==> config.mk <==
export PLATFORM = sky130hd
export DESIGN_NAME = twice_high_pulse
export DESIGN_NICKNAME = d
export VERILOG_FILES = /design/src/rtl/thp_pkg.sv /design/src/rtl/thp_next.sv /design/src/rtl/thp_state_reg.sv /design/src/rtl/thp_out.sv /design/src/rtl/twice_high_pulse.sv
export SDC_FILE = /design/constraint.sdc
export NUM_CORES = 1
export LEC_CHECK = 0
export ABC_AREA = 0
export BUFFER_PORTS_ARGS = -buffer_cell sky130_fd_sc_hd__buf_2
export CAP_MARGIN = 20
export CORE_AREA = 4 4 41 43
export CTS_BUF_LIST = sky130_fd_sc_hd__clkbuf_4 sky130_fd_sc_hd__clkbuf_8
export CTS_CLUSTER_SIZE = 14
export DETAILED_ROUTE_END_ITERATION = 8
export DIE_AREA = 0 0 45 47
export PLACE_DENSITY = 0.3
export RECOVER_POWER = 100
export SLEW_MARGIN = 20
export SYNTH_ARGS = -nofsm -noshare
export SYNTH_HDL_FRONTEND = slang
export SYNTH_SLANG_ARGS = --single-unit
==> constraint.sdc <==
create_clock -name clk_i -period 1.6 [get_ports clk_i]
set_input_delay 0.24 -clock clk_i [delete_from_list [all_inputs] [get_ports clk_i]]
set_output_delay 0.24 -clock clk_i [all_outputs]
set_load 0.01 [all_outputs]
==> src/rtl/thp_pkg.sv <==
package thp_pkg;

   localparam int unsigned STATE_W = 3;

   typedef enum logic [STATE_W-1:0] {
      ST_IDLE   = 3'b000,
      ST_FIRST  = 3'b100,
      ST_GAP    = 3'b110,
      ST_FIRE   = 3'b111,
      ST_BRIDGE = 3'b011,
      ST_DRAIN  = 3'b001
   } st_e;

   function automatic logic code_legal(input logic [STATE_W-1:0] c);
      return !((c == 3'b010) || (c == 3'b101));
   endfunction

endpackage

==> src/rtl/thp_next.sv <==
module thp_next
   import thp_pkg::*;
#(
   parameter int unsigned SW = STATE_W
)(
   input  logic [SW-1:0] cur_i,
   input  logic          d_i,
   output logic [SW-1:0] nxt_o
);

   if (SW != STATE_W) begin : g_bad_width
      $error("thp_next: SW must equal the package state width");
   end

   always_comb begin
      case (cur_i)
         ST_IDLE:   nxt_o = d_i  ? ST_FIRST  : ST_IDLE;
         ST_FIRST:  nxt_o = !d_i ? ST_GAP    : ST_FIRST;
         ST_GAP:    nxt_o = d_i  ? ST_FIRE   : ST_GAP;
         ST_FIRE:   nxt_o = ST_BRIDGE;
         ST_BRIDGE: nxt_o = ST_DRAIN;
         ST_DRAIN:  nxt_o = !d_i ? ST_IDLE   : ST_DRAIN;
         default:   nxt_o = ST_IDLE;
      endcase
   end

endmodule

==> src/rtl/thp_state_reg.sv <==
module thp_state_reg
   import thp_pkg::*;
#(
   parameter int unsigned SW = STATE_W
)(
   input  logic          clk_i,
   input  logic          rst_i,
   input  logic [SW-1:0] nxt_i,
   output logic [SW-1:0] cur_o
);

   if (SW != STATE_W) begin : g_bad_width
      $error("thp_state_reg: SW must equal the package state width");
   end

   always_ff @(posedge clk_i) begin
      if (rst_i) cur_o <= ST_IDLE;
      else       cur_o <= nxt_i;
   end


   reset_idle_chk: assert property (@(posedge clk_i) rst_i |=> (cur_o == ST_IDLE));


   unit_step_chk: assert property (@(posedge clk_i) disable iff (rst_i)
      code_legal(cur_o) |=> ($stable(cur_o) || ($countones(cur_o ^ $past(cur_o)) == 1)));


   unused_recover_chk: assert property (@(posedge clk_i) disable iff (rst_i)
      !code_legal(cur_o) |=> (cur_o == ST_IDLE));

endmodule

==> src/rtl/thp_out.sv <==
module thp_out
   import thp_pkg::*;
#(
   parameter int unsigned SW      = STATE_W,
   parameter bit          OUT_REG = 1'b0
)(
   input  logic          clk_i,
   input  logic          rst_i,
   input  logic [SW-1:0] cur_i,
   output logic          pulse_o
);

   if (SW != STATE_W) begin : g_bad_width
      $error("thp_out: SW must equal the package state width");
   end

   logic fire_w;
   assign fire_w = (cur_i == ST_FIRE);

   if (OUT_REG) begin : g_retimed
      always_ff @(posedge clk_i) begin
         if (rst_i) pulse_o <= 1'b0;
         else       pulse_o <= fire_w;
      end

      retime_chk: assert property (@(posedge clk_i) disable iff (rst_i)
         (cur_i == ST_FIRE) |=> pulse_o);
   end else begin : g_direct
      assign pulse_o = fire_w;

      unused_quiet_chk: assert property (@(posedge clk_i) disable iff (rst_i)
         !code_legal(cur_i) |-> !pulse_o);
   end


   one_clock_pulse_chk: assert property (@(posedge clk_i) disable iff (rst_i)
      $rose(pulse_o) |=> !pulse_o);

endmodule

==> src/rtl/twice_high_pulse.sv <==
module twice_high_pulse
   import thp_pkg::*;
#(
   parameter bit OUT_REG = 1'b0
)(
   input  logic               clk_i,
   input  logic               rst_i,
   input  logic               d_i,
   output logic               pulse_o,
   output logic [STATE_W-1:0] state_o
);

   localparam int unsigned SW = STATE_W;

   if (SW != 3) begin : g_bad_encoding
      $error("twice_high_pulse: the unit-distance encoding needs three bits");
   end

   logic [SW-1:0] nxt_w;
   logic [SW-1:0] cur_w;

   thp_next #(.SW(SW)) i_next (
      .cur_i (cur_w),
      .d_i   (d_i),
      .nxt_o (nxt_w)
   );

   thp_state_reg #(.SW(SW)) i_reg (
      .clk_i (clk_i),
      .rst_i (rst_i),
      .nxt_i (nxt_w),
      .cur_o (cur_w)
   );

   thp_out #(.SW(SW), .OUT_REG(OUT_REG)) i_out (
      .clk_i   (clk_i),
      .rst_i   (rst_i),
      .cur_i   (cur_w),
      .pulse_o (pulse_o)
   );

   assign state_o = cur_w;


   idle_arm_chk: assert property (@(posedge clk_i) disable iff (rst_i)
      (state_o == ST_IDLE && d_i) |=> (state_o == ST_FIRST));

   idle_hold_chk: assert property (@(posedge clk_i) disable iff (rst_i)
      (state_o == ST_IDLE && !d_i) |=> (state_o == ST_IDLE));

   first_low_chk: assert property (@(posedge clk_i) disable iff (rst_i)
      (state_o == ST_FIRST && !d_i) |=> (state_o == ST_GAP));

   first_hold_chk: assert property (@(posedge clk_i) disable iff (rst_i)
      (state_o == ST_FIRST && d_i) |=> (state_o == ST_FIRST));

   gap_high_chk: assert property (@(posedge clk_i) disable iff (rst_i)
      (state_o == ST_GAP && d_i) |=> (state_o == ST_FIRE));

   gap_hold_chk: assert property (@(posedge clk_i) disable iff (rst_i)
      (state_o == ST_GAP && !d_i) |=> (state_o == ST_GAP));

   fire_leave_chk: assert property (@(posedge clk_i) disable iff (rst_i)
      (state_o == ST_FIRE) |=> (state_o == ST_BRIDGE));

   bridge_leave_chk: assert property (@(posedge clk_i) disable iff (rst_i)
      (state_o == ST_BRIDGE) |=> (state_o == ST_DRAIN));

   drain_exit_chk: assert property (@(posedge clk_i) disable iff (rst_i)
      (state_o == ST_DRAIN && !d_i) |=> (state_o == ST_IDLE));

   drain_hold_chk: assert property (@(posedge clk_i) disable iff (rst_i)
      (state_o == ST_DRAIN && d_i) |=> (state_o == ST_DRAIN));

endmodule

## Word level (Yosys, flattened, before mapping)

Index checks and enable logic that the tools add are counted.

| operators by class | value |
|---|---|
| eq/ne operators | 5 |
| magnitude comparators | 0 |
| $add $sub $neg | 0 |
| bitwise operators | 0 |
| divide/modulo/power cells | 0 |
| multiplexer cells | 5 |
| reduce and logical (&&, ||, !) cells | 1 |
| shifts and indexed selects | 0 |
| $mul | 0 |

Operator list:

| cell | count |
|---|---|
| one-hot mux 3 bit (6 select lines) | 1 |
| equality test 3 bit, second input constant | 3 |
| equality test 3 x 1 -> 1 bit, second input constant | 1 |
| equality test 3 x 2 -> 1 bit, second input constant | 1 |
| zero test 3 bit | 1 |
| 2-to-1 mux 3 bit | 1 |
| 2-to-1 mux 1 bit | 2 |
| 2-to-1 mux 2 bit | 1 |

| word-level totals | value |
|---|---|
| memories | 0 |
| input port bits | 3 |
| bits in writable memories | 0 |
| bits in latches | 0 |
| register bits after elaboration | 3 |
| bits in read-only memories | 0 |
| logic and storage cells | 12 |

## Depth between registers and ports, before layout

| logic depth | value |
|---|---|
| word-level depth | 2 |
| depth in mapped cells | 3 |
| depth with buffers taken out | 3 |

## By module

Synthesis repeated with hierarchy kept, for this count alone.

| second synthesis, totals | value |
|---|---|
| cell total of the unflattened synthesis | 16 |
| area total of the unflattened synthesis | 133.9 um^2 |

Modules (own cells, without submodules):

| module | instances | area each (um^2) | cells each |
|---|---|---|---|
| thp_state_reg | 1 | 78.8 | 6 |
| thp_next | 1 | 48.8 | 9 |
| thp_out | 1 | 6.3 | 1 |

## Worst setup path before layout

OpenSTA, ideal clock, no wires.

| timing | value |
|---|---|
| path type | register to output |
| start | reg i_reg.cur_o[1] |
| end | out pulse_o |
| data required time | 1.360 ns |
| stages on the path, launching flop included | 2 |
| arrival | 0.640 ns |
| slack | 0.720 ns |
| cell sequence | dfxtp_1 > and3_1 |

| between the ends | value |
|---|---|
| longest elaborated chain between the ends | 1 |

RTL lines:

| item | line | RTL |
|---|---|---|
| from (decl) | thp_state_reg.sv:9 | `output logic [SW-1:0] cur_o` |
| from (signal assigned) | thp_state_reg.sv:18 | `else cur_o <= nxt_i;` |
| equality test 3 bit | thp_out.sv:18 | `assign fire_w = (cur_i == ST_FIRE);` |
| to (decl) | twice_high_pulse.sv:9 | `output logic pulse_o,` |

No other way between the ends.

## Worst setup path after layout

| timing | value |
|---|---|
| start | reg i_reg.cur_o[2] |
| end | out pulse_o |

The elaborated chain is that of the path after synthesis.

==> run metrics <==
1st-iter DRT viols 1; Leak between 0.07 and 0.08 nW; Post-DP HPWL 239 um; worst slew pin tran between 0.15 and 0.2 ns; Final Skew 0.000715 ns; cell with the most instances after synthesis dfxtp_1; share of flip-flops with an asynchronous set or reset 0%; chip height approximately 47 um; H-Tree Depth 1; Fin. Hold Viols 0; vias in the first global route approximately 140; Top Ports 7; Final setup viols 0; core area between 1000 and 1500 um2; Diodes inserted 0; Clock Latency Late Sink between 0.2 and 0.25 ns; Max transition margin approximately nine tenths; final hold slack about 0.20 ns; largest net degree at the start of global routing 7; largest cells by area after synthesis dfxtp_1, a21oi_1, nor2_1, nor3b_1, and3_1; Netlist cell types 10; Total Nets Final 28; Adder-Cell Fraction of Synth Area 0%; crit-path max FO 6; Hold Crit Class in -> reg; Worst EP required 1.36 ns; Port-buffer cells 6; Synth Instances 14; post-cts sizing count 0; top_reg_cell synth dfxtp_1; router iterations before antenna repair 2; TritonCTS Buffers 3; area leader, netlist dfxtp_1; post-CTS repair timing setup buffer count 0; Sink Count 3; main combinational cell family by area after synthesis simple AND/OR/NAND/NOR gates; synthesized area approximately 120 um2; Fin Setup TNS 0 ns; all-layer global routing usage under 10%; die width around 45 um; clk buf depth 2; max reg flops 3; status finished, final reports clean; final WL about 320 um; post-DR vias/cell ~3.4; DR WL/cell just over 8 um; wire length of the first global-routing pass roughly 550 um; Tcrit/Tclk final 74.6%; CTS tree yes; unrepaired setup endpoints after global routing no; Worst Setup Start Kind flop; XOR/XNOR Fraction of Synth Area 0%; Top reg by flops i_reg.cur_o; Clock Root Buffer clkbuf_4; starting density of the core around 8.9%; Yosys reg bits 3; Synth Area in Compound Gates roughly 13%; Final Max Tran Viols 0; number of synthesized flops with an enable pin 0; Worst VDD drop 0.000317 V; vias around 130; Post-Synth Simple-Gate Area 32.3%; syn avg cell area 8.31 um2; CTS Hold Buffers Added 0; Site Rows 13; Regs by FF count i_reg.cur_o: 3 flops; sequential element share of the synthesized area around 52%; fmax ~840 MHz; Power Density between 1000 and 1500 nW/um2; syn nets 17; antenna violations before repair 0; Worst Slack Setup Final roughly 0.4 ns; antenna viol nets, final 0; Setup crit end kind primary output; pre-CTS setup slack just under 0.7 ns; global placement routability congestion between 0.5 and 0.6; Ys Warns 0; remaining global-route overflow 0; top post-synthesis cells by count dfxtp_1, a21oi_1, nor2_1; fraction of synthesized area in multiplexers 0%; Die ar. between 2000 and 2500 um2; Synth top area share between 50% and 60%; arrival time worst endpoint 0.95 ns; Tmin final approximately 1.2 ns; CP Class reg -> out; clk slew on worst S/H paths ~0.040 ns; Non-Filler Instances 39; Core Util, Final 14.6%; Max Cap Violations 0; DRC viols 0; ratio of cells with drive above 1 in the final layout 25.0%; placed cell count 35; P&R area growth vs syn 63.4%
[logic make-up (layout without fill, tap and decap cells)]
logic type,after synthesis,in the layout
AND/OR/NAND/NOR,7,7
AO/OA/AOI/OAI,3,3
flip-flops,3,3
buffers and inverters,1,11
[worst max-delay path, stage by stage, from the launching register on]
cell and delay (ns):
dfxtp_1 0.39, and3_1 0.17, clkbuf_1 0.16
[per-stage QoR]
step	cell area, um2	power, mW
2_1_floorplan	116	0.0908
3_3_place_gp	165	0.100
3_5_place_dp	165	0.0997
4_1_cts	195	0.257
5_1_grt	190	0.270
6_report	190	0.246
[layer usage]
| metal | GRT usage [%] | vias up | wire length (um) |
|---|---|---|---|
| met1 | 4.99 | 57 | 175 |
| li1 | - | 70 | - |
| met2 | 3.11 | 7 | 104 |
| met5 | 0 | - | 0 |
| met4 | 8.77 | 0 | 0 |
| met3 | 3.45 | 0 | 37 |
[worst paths after layout]
| kind | start | endpoint | slack [ns] | depth (start not counted) |
|---|---|---|---|---|
| min | rst_i | i_reg.cur_o[0] | 0.20 | 2 |
| min reg2reg | i_reg.cur_o[0] | i_reg.cur_o[2] | 0.49 | 1 |
| max reg2reg | i_reg.cur_o[2] | i_reg.cur_o[0] | 0.79 | 3 |
| max | i_reg.cur_o[2] | pulse_o | 0.41 | 2 |
[where the power goes]
part	switching (mW)	total [mW]	internal, mW
logic	0.00812	0.0148	0.00669
registers	0.00430	0.0829	0.0786
clock network	0.0382	0.148	0.110
[cell usage in the layout, fill, tap and decap left out]
master    instances
a21oi_1           2
and3_1            1
buf_2             2
clkbuf_1          4
clkbuf_4          4
dfxtp_1           3
inv_1             1
nand3_1           1
nor2_1            2
nor2b_1           1
nor3_1            1
nor3b_1           1
o21ai_0           1
[area by class of cell]
| type | count | area (um2) |
|---|---|---|
| clock buffer | 4 | 30.0 |
| multi-input combinational | 10 | 52.6 |
| sequential | 3 | 60.1 |
| timing repair buffer | 6 | 25.0 |
| inverter | 1 | 3.75 |
| tap | 15 | 18.8 |
| fill | 158 | 1110 |
Power figures use the tool's default switching activity.
